## config.mk

```make
export PLATFORM = sky130hd
export DESIGN_NAME = irq_entry_seq
export DESIGN_NICKNAME = d
export VERILOG_FILES = /design/src/rtl/irq_seq_pkg.sv /design/src/rtl/irq_seq_ctrl.sv /design/src/rtl/irq_seq_dp.sv /design/src/rtl/irq_entry_seq.sv
export SDC_FILE = /design/constraint.sdc
export NUM_CORES = 1
export LEC_CHECK = 0
export BUFFER_PORTS_ARGS = -buffer_cell sky130_fd_sc_hd__buf_4
export CAP_MARGIN = 30
export CORE_AREA = 3 3 102 104
export CTS_CLUSTER_DIAMETER = 120
export DETAILED_ROUTE_END_ITERATION = 8
export DIE_AREA = 0 0 105 107
export GPL_TIMING_DRIVEN = 0
export SETUP_SLACK_MARGIN = 0.3
export SYNTH_ARGS = -nofsm -noshare
export SYNTH_HDL_FRONTEND = slang
export SYNTH_SLANG_ARGS = --single-unit
```

## constraint.sdc

```tcl
create_clock -name clk -period 2.4 [get_ports clk]
set_clock_uncertainty 0.05 [all_clocks]
set_input_delay 0.48 -clock clk [delete_from_list [all_inputs] [get_ports clk]]
set_output_delay 0.48 -clock clk [all_outputs]
set_load 0.02 [all_outputs]
```

## src/rtl/irq_seq_pkg.sv

```systemverilog
package irq_seq_pkg;

    localparam int CTX_N = 4;

    typedef enum logic [3:0] {
        ST_IDLE,
        ST_CHECK,
        ST_PUSH_SET,
        ST_PUSH_WR,
        ST_LATCH,
        ST_VEC,
        ST_RD_HI,
        ST_RD_LO,
        ST_LOAD,
        ST_FIN
    } seq_state_e;

    typedef struct packed {
        logic ld_push;
        logic latch;
        logic ld_vec;
        logic cap_hi;
        logic cap_lo;
    } dp_ctl_t;

    function automatic dp_ctl_t ctl_for(seq_state_e s);
        dp_ctl_t c;
        c         = '0;
        c.ld_push = (s == ST_PUSH_SET);
        c.latch   = (s == ST_LATCH);
        c.ld_vec  = (s == ST_VEC);
        c.cap_hi  = (s == ST_RD_HI);
        c.cap_lo  = (s == ST_RD_LO);
        return c;
    endfunction

endpackage

```

## src/rtl/irq_seq_ctrl.sv

```systemverilog
module irq_seq_ctrl
    import irq_seq_pkg::*;
#(
    parameter int NBYTES = CTX_N,
    localparam int IW = $clog2(NBYTES)
) (
    input  logic          clk,
    input  logic          rst,
    input  logic          phase_req,
    input  logic          irq_pend,
    input  logic          mem_done,
    output dp_ctl_t       ctl,
    output logic [IW-1:0] push_idx,
    output logic          sp_inc,
    output logic          ie_clr,
    output logic          pc_ld,
    output logic          phase_clr,
    output logic          fetch_set,
    output logic          mem_rd,
    output logic          mem_wr
);

    seq_state_e    state;
    logic [IW-1:0] idx;

    always_ff @(posedge clk) begin
        if (rst) begin
            state <= ST_IDLE;
            idx   <= '0;
        end else begin
            case (state)
                ST_IDLE:     if (phase_req) state <= ST_CHECK;
                ST_CHECK: begin
                    idx   <= '0;
                    state <= irq_pend ? ST_PUSH_SET : ST_FIN;
                end
                ST_PUSH_SET: state <= ST_PUSH_WR;
                ST_PUSH_WR: begin
                    if (mem_done) begin
                        if (idx == IW'(NBYTES - 1)) begin
                            state <= ST_LATCH;
                        end else begin
                            idx   <= idx + 1'b1;
                            state <= ST_PUSH_SET;
                        end
                    end
                end
                ST_LATCH:    state <= ST_VEC;
                ST_VEC:      state <= ST_RD_HI;
                ST_RD_HI:    if (mem_done) state <= ST_RD_LO;
                ST_RD_LO:    if (mem_done) state <= ST_LOAD;
                ST_LOAD:     state <= ST_FIN;
                ST_FIN:      state <= ST_IDLE;
                default:     state <= ST_IDLE;
            endcase
        end
    end

    always_comb begin
        ctl       = ctl_for(state);
        push_idx  = idx;
        sp_inc    = (state == ST_PUSH_SET);
        mem_wr    = (state == ST_PUSH_WR);
        ie_clr    = (state == ST_LATCH);
        mem_rd    = (state == ST_RD_HI) || (state == ST_RD_LO);
        pc_ld     = (state == ST_LOAD);
        phase_clr = (state == ST_FIN);
        fetch_set = (state == ST_FIN);
    end

endmodule

```

## src/rtl/irq_seq_dp.sv

```systemverilog
module irq_seq_dp
    import irq_seq_pkg::*;
#(
    parameter int DW = 8,
    parameter int NW = 8,
    parameter int NBYTES = CTX_N,
    localparam int AW = 2 * DW,
    localparam int IW = $clog2(NBYTES)
) (
    input  logic          clk,
    input  logic          rst,
    input  dp_ctl_t       ctl,
    input  logic [IW-1:0] push_idx,
    input  logic [AW-1:0] sp_cur,
    input  logic [AW-1:0] pc_cur,
    input  logic [AW-1:0] psw_cur,
    input  logic [NW-1:0] irq_num,
    input  logic [AW-1:0] vec_base,
    input  logic [DW-1:0] mem_rdata,
    input  logic          mem_done,
    output logic [AW-1:0] mem_addr,
    output logic [DW-1:0] mem_wdata,
    output logic [AW-1:0] pc_nxt
);

    logic [AW-1:0] mar;
    logic [DW-1:0] mdr;
    logic [NW-1:0] entry;
    logic [DW-1:0] vec_hi, vec_lo;
    logic [DW-1:0] ctx [NBYTES];

    // save order: program counter high, low, then status high, low
    always_comb begin
        ctx[0] = pc_cur[AW-1:DW];
        ctx[1] = pc_cur[DW-1:0];
        ctx[2] = psw_cur[AW-1:DW];
        ctx[3] = psw_cur[DW-1:0];
    end

    always_ff @(posedge clk) begin
        if (rst) begin
            mar    <= '0;
            mdr    <= '0;
            entry  <= '0;
            vec_hi <= '0;
            vec_lo <= '0;
        end else begin
            if (ctl.ld_push) begin
                mar <= sp_cur;
                mdr <= ctx[push_idx];
            end
            if (ctl.latch) entry <= irq_num;
            if (ctl.ld_vec) mar <= vec_base + (AW'(entry) << 1);
            if (ctl.cap_hi && mem_done) begin
                vec_hi <= mem_rdata;
                mar    <= mar + 1'b1;
            end
            if (ctl.cap_lo && mem_done) vec_lo <= mem_rdata;
        end
    end

    assign mem_addr  = mar;
    assign mem_wdata = mdr;
    assign pc_nxt    = {vec_hi, vec_lo};

endmodule

```

## src/rtl/irq_entry_seq.sv

```systemverilog
module irq_entry_seq
    import irq_seq_pkg::*;
#(
    parameter int DW = 8,
    parameter int NW = 8,
    localparam int AW = 2 * DW,
    localparam int IW = $clog2(CTX_N)
) (
    input  logic          clk,
    input  logic          rst,
    input  logic          phase_req,
    output logic          phase_clr,
    output logic          fetch_set,
    input  logic          irq_pend,
    input  logic [NW-1:0] irq_num,
    input  logic [AW-1:0] vec_base,
    input  logic [AW-1:0] sp_cur,
    output logic          sp_inc,
    input  logic [AW-1:0] pc_cur,
    output logic          pc_ld,
    output logic [AW-1:0] pc_nxt,
    input  logic [AW-1:0] psw_cur,
    output logic          ie_clr,
    output logic [AW-1:0] mem_addr,
    output logic          mem_rd,
    output logic          mem_wr,
    output logic [DW-1:0] mem_wdata,
    input  logic [DW-1:0] mem_rdata,
    input  logic          mem_done
);

    dp_ctl_t       ctl;
    logic [IW-1:0] push_idx;

    irq_seq_ctrl #(.NBYTES(CTX_N)) u_ctrl (
        .clk       (clk),
        .rst       (rst),
        .phase_req (phase_req),
        .irq_pend  (irq_pend),
        .mem_done  (mem_done),
        .ctl       (ctl),
        .push_idx  (push_idx),
        .sp_inc    (sp_inc),
        .ie_clr    (ie_clr),
        .pc_ld     (pc_ld),
        .phase_clr (phase_clr),
        .fetch_set (fetch_set),
        .mem_rd    (mem_rd),
        .mem_wr    (mem_wr)
    );

    irq_seq_dp #(.DW(DW), .NW(NW), .NBYTES(CTX_N)) u_dp (
        .clk       (clk),
        .rst       (rst),
        .ctl       (ctl),
        .push_idx  (push_idx),
        .sp_cur    (sp_cur),
        .pc_cur    (pc_cur),
        .psw_cur   (psw_cur),
        .irq_num   (irq_num),
        .vec_base  (vec_base),
        .mem_rdata (mem_rdata),
        .mem_done  (mem_done),
        .mem_addr  (mem_addr),
        .mem_wdata (mem_wdata),
        .pc_nxt    (pc_nxt)
    );

endmodule

```

==> flow_metrics.py, run 1 <==
metrics = {
    "status": {
        "outcome": "completed",
    },
    "clocking": {
        "worstSkewPairLatency_ns": 0.32,
        "cts_max_level": 2,
        "root_buffer": "clkbuf_8",
        "cts_made_buffers": 5,
        "cts_buffer_depth": 2,
        "cts_tree": "yes",
        "cts_hold_buffers": 0,
        "clock_sinks": 54,
        "clkTransAtPathRegs_ns": 0.12,
    },
    "grt": {
        "grt_use_total_pct": 19.0,
        "grt-busiest-layer": "met2",
        "grt_start_max_net_pins": 20,
        "grt_pass1_wl_um": 17300,
        "use_met2_pct": 32.1,
        "antenna_found_initial": 0,
        "gr-usage-met3_pct": 6.08,
        "grt.overflow.total": 0,
        "grtUsageMet1_pct": 24.1,
        "first_global_vias": 3483,
    },
    "worst_setup_path": {
        "crit_fanout": 2,
        "max_stage_delay_ns": 0.39,
        "crit_chain": "ha_4 -> inv_2 -> fa_2 -> nor2b_2 -> o2111ai_2 -> a21boi_4 -> o2111ai_2 -> nor4bb_1 -> or3_1",
        "crit_path_frequent_cell": "o2111ai_2",
        "reg2reg_to": "u_dp.mem_addr[15]",
        "r2r-start": "u_dp.entry[0]",
        "endpoint_kind": "register",
        "startpoint_type": "register",
        "cp.arrival_ns": 2.37,
        "reg2regPathDepth": 9,
        "critPathKind": "register to register",
        "path_buf_inv": 1,
        "critPathTopFamily": "simple AND/OR/NAND/NOR gates",
        "worstPathRequired_ns": 2.57,
        "slowest_stage": "dfxtp_4",
        "regToRegSetupSlack_ns": 0.20,
    },
    "floorplanning": {
        "rows": 36,
        "core-area_sq_um": 9640,
        "pin_count": 132,
        "dieWidth_um": 105,
        "die_area_sq_um": 11200,
        "die_h_um": 107,
        "start_util_pct": 34.4,
    },
    "power": {
        "powerDensity_nw_per_um2": 401,
        "power.total_mw": 1.93,
        "peakVddDrop_mv": 0.280,
        "p_sw_mw": 0.581,
        "p_int_mw": 1.35,
        "power.share.combinational_pct": 21.6,
        "power_switching_share_pct": 30.1,
        "seqPwrFrac_pct": 49.2,
        "p_leak_nw": 2.05,
        "pwr-share-clk_pct": 29.2,
    },
    "synth": {
        "yosysTopAreaCellShare_pct": 32.6,
        "ys_seq_elements": 54,
        "synth_edf_count": 0,
        "netlist_area_sq_um": 3310,
        "syn_nets": 519,
        "synth_cells": 423,
        "synth.avg_cell_area_sq_um": 7.83,
        "yosysWarnings": 0,
        "yosysTopAreaCell": "dfxtp_1",
        "synth_common_cells": "nand2_1, dfxtp_1, a21oi_1",
        "async_flop_share_pct": 0,
        "synth_seq_area_share_pct": 32.6,
        "synthFlopType": "dfxtp_1",
        "ys_types": 62,
        "yosys-top-cells-area": "dfxtp_1, nand2_1, a21oi_1, mux4_2, nor2_1",
        "yosysMostFrequentCell": "nand2_1",
    },
    "placed_design": {
        "gp_congestion": 0.847,
        "io_buffers": 131,
        "place_worst_setup_slack_ns": -0.228,
        "hpwlAfterDp_um": 8630,
    },
    "min_path": {
        "worst_hold_path.endpoint": "u_dp.entry[1]",
        "whs_path_depth": 3,
        "hp-class": "input pin to register",
        "worstHoldStart": "irq_num[1]",
    },
    "sta": {
        "tightest_slew_ns": 0.723,
        "finalHoldViolations": 0,
        "rsz0062_at_grt": "yes",
        "setup_viol": 0,
        "finalSetupTns_ns": 0,
        "drv_slew": 0,
        "fin_ws_ns": 0.202,
        "period_share_pct": 91.6,
        "finalCriticalPeriod_ns": 2.20,
        "timing.fmax_mhz": 455,
        "max_slew_margin_pct": 51.8,
    },
    "run": {
        "cap_violations": 0,
    },
    "detailed_routing": {
        "ant_nets": 0,
        "drt_iter0_markers": 140,
        "routedWlPerCell_um": 15.7,
        "routed_wl_um": 11100,
        "vias": 3693,
        "drc": 0,
        "vias_per_cell": 5.20,
        "first_pass_iters": 5,
    },
    "finish": {
        "area_delta_synth_final_pct": 45.2,
        "layout.nets": 672,
        "drive_gt1_share_pct": 35.9,
        "antenna_cells": 0,
    },
}
[cell families after synthesis]
logic type,synth area share (%)
xor+xnor,3.44
flops,32.6
compound gates,20.5
buf+inv,4.83
mux,8.50
fa+ha+maj,4.38
simple gates,25.7
[worst max-delay path by stage]
stage / start / to / slack (ns) / cells past startpoint
detailed placement: vec_base[1] / u_dp.mem_addr[15] / -0.23 / 10
finish: u_dp.entry[0] / u_dp.mem_addr[15] / 0.20 / 9
global route: u_dp.entry[0] / u_dp.mem_addr[15] / 0.09 / 9
global placement: vec_base[1] / u_dp.mem_addr[15] / -0.20 / 10
floorplan: vec_base[1] / u_dp.mem_addr[15] / 0.1 / 9
CTS: u_dp.entry[0] / u_dp.mem_addr[15] / 0.19 / 9
[metrics by stage]
stage / cell area (sq um) / cells / util (%) / hold slack [ns]
2_1_floorplan: 3330 / 423 / - / 0.390
3_3_place_gp: 4480 / 687 / 46.5 / 0.393
3_5_place_dp: 4480 / 687 / 46.5 / 0.400
4_1_cts: 4690 / 702 / 48.7 / 0.349
5_1_grt: 4810 / 710 / 49.9 / 0.350
6_report: 4810 / 710 / 49.9 / 0.351
[registers in the layout (all words and copies together), names as in the netlist]
name,flops
u_ctrl.push_idx,2
u_dp.vec_lo,8
u_dp.entry,8
u_dp.mem_wdata,8
u_dp.vec_hi,8
u_dp.mem_addr,16
u_ctrl.state,4
[power groups by stage]
stage	combinational (mW)	sequential [mW]	clock, mW
4_1_cts	0.404	0.950	0.582
2_1_floorplan	0.170	0.988	0
6_report	0.417	0.951	0.564
5_1_grt	0.454	0.956	0.614
3_5_place_dp	0.394	0.971	0
3_3_place_gp	0.387	0.970	0
[placed cells by master, fill, tap and decap left out, types with 7 or more instances in the layout]
cell / netlist / final
a21o_1: 7 / 7
a21oi_1: 49 / 48
a31oi_1: 7 / 7
buf_4: 2 / 149
clkbuf_1: 14 / 10
dfxtp_1: 54 / 51
ha_1: 10 / 9
mux2i_1: 9 / 9
mux4_2: 8 / 8
nand2_1: 80 / 78
nor2_1: 45 / 43
nor3_1: 10 / 10
o21ai_0: 15 / 13
xor2_1: 7 / 7
[layout make-up]
| class | instances | area [sq um] |
|---|---|---|
| buffer | 28 | 158 |
| clock buffer | 5 | 68.8 |
| clock inverter | 3 | 26.3 |
| fill | 1004 | 4830 |
| inverter | 8 | 32.5 |
| multi-input combinational | 333 | 2170 |
| sequential | 54 | 1090 |
| tap | 133 | 166 |
| timing repair buffer | 146 | 1100 |
[what timing repair did]
action	in CTS	in global routing
setup buffers	7	8
gates resized for setup	22	22
endpoints found under the setup margin	10	15
pin swaps	1	2
[layer usage]
metal | part of all wire, % | routed length [um] | vias up
met2 | 48 | 5300 | 154
met1 | 42 | 4640 | 1717
met3 | 10 | 1120 | 6
met5 | 0 | 0 | -
met4 | 0.78 | 87 | 0
li1 | - | - | 1816
[worst min-delay path, stage by stage]
cell and delay (ns):
buf_4 0.11, nand2_1 0.04, a21oi_1 0.05
Power figures use the tool's default switching activity.
==> run 2: changes to the inputs <==
--- a/config.mk
+++ b/config.mk
@@ -5,12 +5,13 @@
 export SDC_FILE = /design/constraint.sdc
 export NUM_CORES = 1
 export LEC_CHECK = 0
+export ABC_AREA = 1
 export BUFFER_PORTS_ARGS = -buffer_cell sky130_fd_sc_hd__buf_4
 export CAP_MARGIN = 30
-export CORE_AREA = 3 3 102 104
+export CORE_AREA = 3 3 107 109
 export CTS_CLUSTER_DIAMETER = 120
 export DETAILED_ROUTE_END_ITERATION = 8
-export DIE_AREA = 0 0 105 107
+export DIE_AREA = 0 0 110 112
 export GPL_TIMING_DRIVEN = 0
 export SETUP_SLACK_MARGIN = 0.3
 export SYNTH_ARGS = -nofsm -noshare
==> flow_metrics.py, run 2 <==
metrics = {
    "sta": {
        "period_share_pct": 82.1,
        "finalSetupTns_ns": 0,
        "finalHoldViolations": 0,
        "max_slew_margin_pct": 64.0,
        "rsz0062_at_grt": "no",
        "timing.fmax_mhz": 508,
        "finalCriticalPeriod_ns": 1.97,
        "tightest_slew_ns": 0.540,
        "hold_slack_ns": 0.326,
        "setup_viol": 0,
        "drv_slew": 0,
    },
    "run": {
        "cap_violations": 0,
    },
    "synth": {
        "synth_edf_count": 0,
        "yosysWarnings": 0,
        "synth_common_cells": "nand2_1, nor2_1, inv_1",
        "netlist_area_sq_um": 3650,
        "yosys-top-cells-area": "dfxtp_1, nand2_1, nor2_1, o21ai_0, inv_1",
        "yosysTopAreaCellShare_pct": 29.6,
        "synth_seq_area_share_pct": 29.6,
        "async_flop_share_pct": 0,
        "synth_cells": 567,
        "yosysMostFrequentCell": "nand2_1",
        "ys_seq_elements": 54,
        "yosysTopAreaCell": "dfxtp_1",
        "synth.avg_cell_area_sq_um": 6.44,
        "syn_nets": 663,
        "ys_types": 42,
        "synthFlopType": "dfxtp_1",
    },
    "floorplanning": {
        "dieWidth_um": 110,
        "core-area_sq_um": 10700,
        "die_h_um": 112,
        "start_util_pct": 34.1,
        "die_area_sq_um": 12300,
        "pin_count": 132,
        "rows": 38,
    },
    "detailed_routing": {
        "first_pass_iters": 4,
        "routedWlPerCell_um": 13.7,
        "drc": 0,
        "vias": 4126,
        "routed_wl_um": 11600,
        "vias_per_cell": 4.88,
        "ant_nets": 0,
        "drt_iter0_markers": 169,
    },
    "worst_setup_path": {
        "regToRegSetupSlack_ns": 0.50,
        "reg2reg_to": "u_dp.mem_addr[13]",
        "critPathTopFamily": "simple AND/OR/NAND/NOR gates",
        "cp.depth": 6,
        "crit_chain": "nor2_1 -> inv_1 -> nor2_1 -> inv_1 -> nor2_1 -> buf_4",
        "r2r-start": "u_dp.entry[0]",
        "cp.arrival_ns": 1.44,
        "endpoint_kind": "primary output",
        "max_stage_delay_ns": 0.38,
        "worstPathRequired_ns": 1.87,
        "crit_path_frequent_cell": "nor2_1",
        "startpoint_type": "register",
        "path_buf_inv": 3,
        "slowest_stage": "dfxtp_1",
        "reg2regPathDepth": 11,
        "critPathKind": "register to primary output",
        "crit_fanout": 5,
    },
    "grt": {
        "grt_use_total_pct": 18.4,
        "grt_start_max_net_pins": 19,
        "antenna_found_initial": 0,
        "first_global_vias": 3955,
        "grt.overflow.total": 0,
        "grt_pass1_wl_um": 18300,
    },
    "clocking": {
        "cts_hold_buffers": 0,
        "cts_made_buffers": 5,
        "worstSkewPairLatency_ns": 0.32,
        "root_buffer": "clkbuf_8",
        "cts_tree": "yes",
        "clock_sinks": 54,
        "cts_max_level": 2,
        "clkTransAtPathRegs_ns": 0.11,
        "cts_buffer_depth": 2,
    },
    "placed_design": {
        "place_area_sq_um": 4810,
        "hpwlAfterDp_um": 9390,
        "io_buffers": 131,
        "gp_congestion": 0.910,
    },
    "power": {
        "power_switching_share_pct": 32.8,
        "seqPwrFrac_pct": 43.7,
        "p_leak_nw": 2.37,
        "power.share.combinational_pct": 27.5,
        "peakVddDrop_mv": 0.230,
        "p_sw_mw": 0.753,
        "powerDensity_nw_per_um2": 464,
        "pwr-share-clk_pct": 28.8,
        "p_int_mw": 1.54,
    },
    "min_path": {
        "whs_path_depth": 3,
        "hp-class": "input pin to register",
        "worst_hold_path.endpoint": "u_dp.entry[6]",
        "worstHoldStart": "irq_num[6]",
    },
    "finish": {
        "largest_reg_flops": 16,
        "area_delta_synth_final_pct": 35.4,
        "antenna_cells": 0,
        "final_cell_mix": "buf_4, nand2_1, nor2_1, inv_1, o21ai_0",
        "drive_gt1_share_pct": 26.3,
        "stdcell_area_sq_um": 4940,
        "mostFrequentLayoutCell": "buf_4",
        "layout.nets": 801,
    },
    "status": {
        "outcome": "completed",
    },
}
[run 2: changes by cell type after synthesis, moves of 8 or more]
cell,previous run,this run
inv_1,7,62
mux2i_1,9,0
mux4_2,8,0
nand2_1,80,109
nand3_1,6,40
nor2_1,45,76
o21ai_0,15,55
o21ai_1,2,16
[run 2: layer usage]
metal	vias to the layer above	share of wire, %	track usage [%]
met5	-	0	0
met2	117	47	30.8
met4	0	1.5	5.24
met3	10	6.3	3.30
met1	1855	45	24.0
li1	2144	-	-
[run 2: metrics by stage]
| stage | instances | util (%) | power [mW] | worst slack (ns) |
|---|---|---|---|---|
| 6_report | 846 | 46.2 | 2.29 | 0.430 |
| 5_1_grt | 846 | 46.2 | 2.42 | 0.329 |
| 4_1_cts | 846 | 46.1 | 2.31 | 0.319 |
| 3_5_place_dp | 838 | 44.9 | 1.65 | 0.210 |
| 3_3_place_gp | 838 | 44.9 | 1.65 | 0.219 |
| 2_1_floorplan | 567 | - | 1.37 | 0.498 |
[run 2: how the worst max path moves through the flow]
| stage | startpoint | end | slack, ns |
|---|---|---|---|
| 2_1_floorplan | u_ctrl.state[0] | phase_clr | 0.50 |
| 3_3_place_gp | vec_base[1] | u_dp.mem_addr[13] | 0.22 |
| 4_1_cts | u_ctrl.state[3] | ie_clr | 0.32 |
| 6_report | u_ctrl.state[1] | pc_ld | 0.43 |
| 5_1_grt | u_dp.entry[0] | u_dp.mem_addr[13] | 0.33 |
| 3_5_place_dp | vec_base[1] | u_dp.mem_addr[7] | 0.21 |
[run 2: cell families after synthesis]
group                    Yosys count  share of synthesized area [%]
AND/OR/NAND/NOR                  258                           31.7
AO/OA/AOI/OAI                    145                           21.9
buffers and inverters             90                           10.7
flip-flops                        54                           29.6
adder cells (fa/ha/maj)           11                           3.98
XOR/XNOR                           9                           2.16
[run 2: power by group through the flow]
stage          registers, mW  clock network, mW  logic, mW
5_1_grt                 1.01              0.710      0.698
4_1_cts                 1.00              0.678      0.634
3_5_place_dp            1.02                  0      0.632
3_3_place_gp            1.02                  0      0.626
2_1_floorplan           1.05                  0      0.323
6_report                1.00              0.660      0.630
[run 2: what timing repair did]
item | CTS | global route
resized for setup | 1 | 3
setup endpoints to repair | 1 | 3
buffers inserted | 0 | 0
[run 2: worst register-to-register path, cell delays in order (launching register included)]
cell      delay (ns)
dfxtp_1         0.34
ha_1            0.16
inv_1           0.05
fa_1            0.39
inv_1           0.09
nand3_1         0.07
nand3_1         0.12
nand4_1         0.12
nand3_1         0.09
nand2_1         0.05
o21bai_1        0.20
a21oi_1         0.09
[run 2: cell type report]
type                       count  area (sq um)
fill                        1152          5760
multi-input combinational    423          2190
sequential                    54          1080
timing repair buffer         131           983
inverter                      72           274
tap                          140           175
buffer                        18           115
clock buffer                   5          68.8
clock inverter                 3          47.5
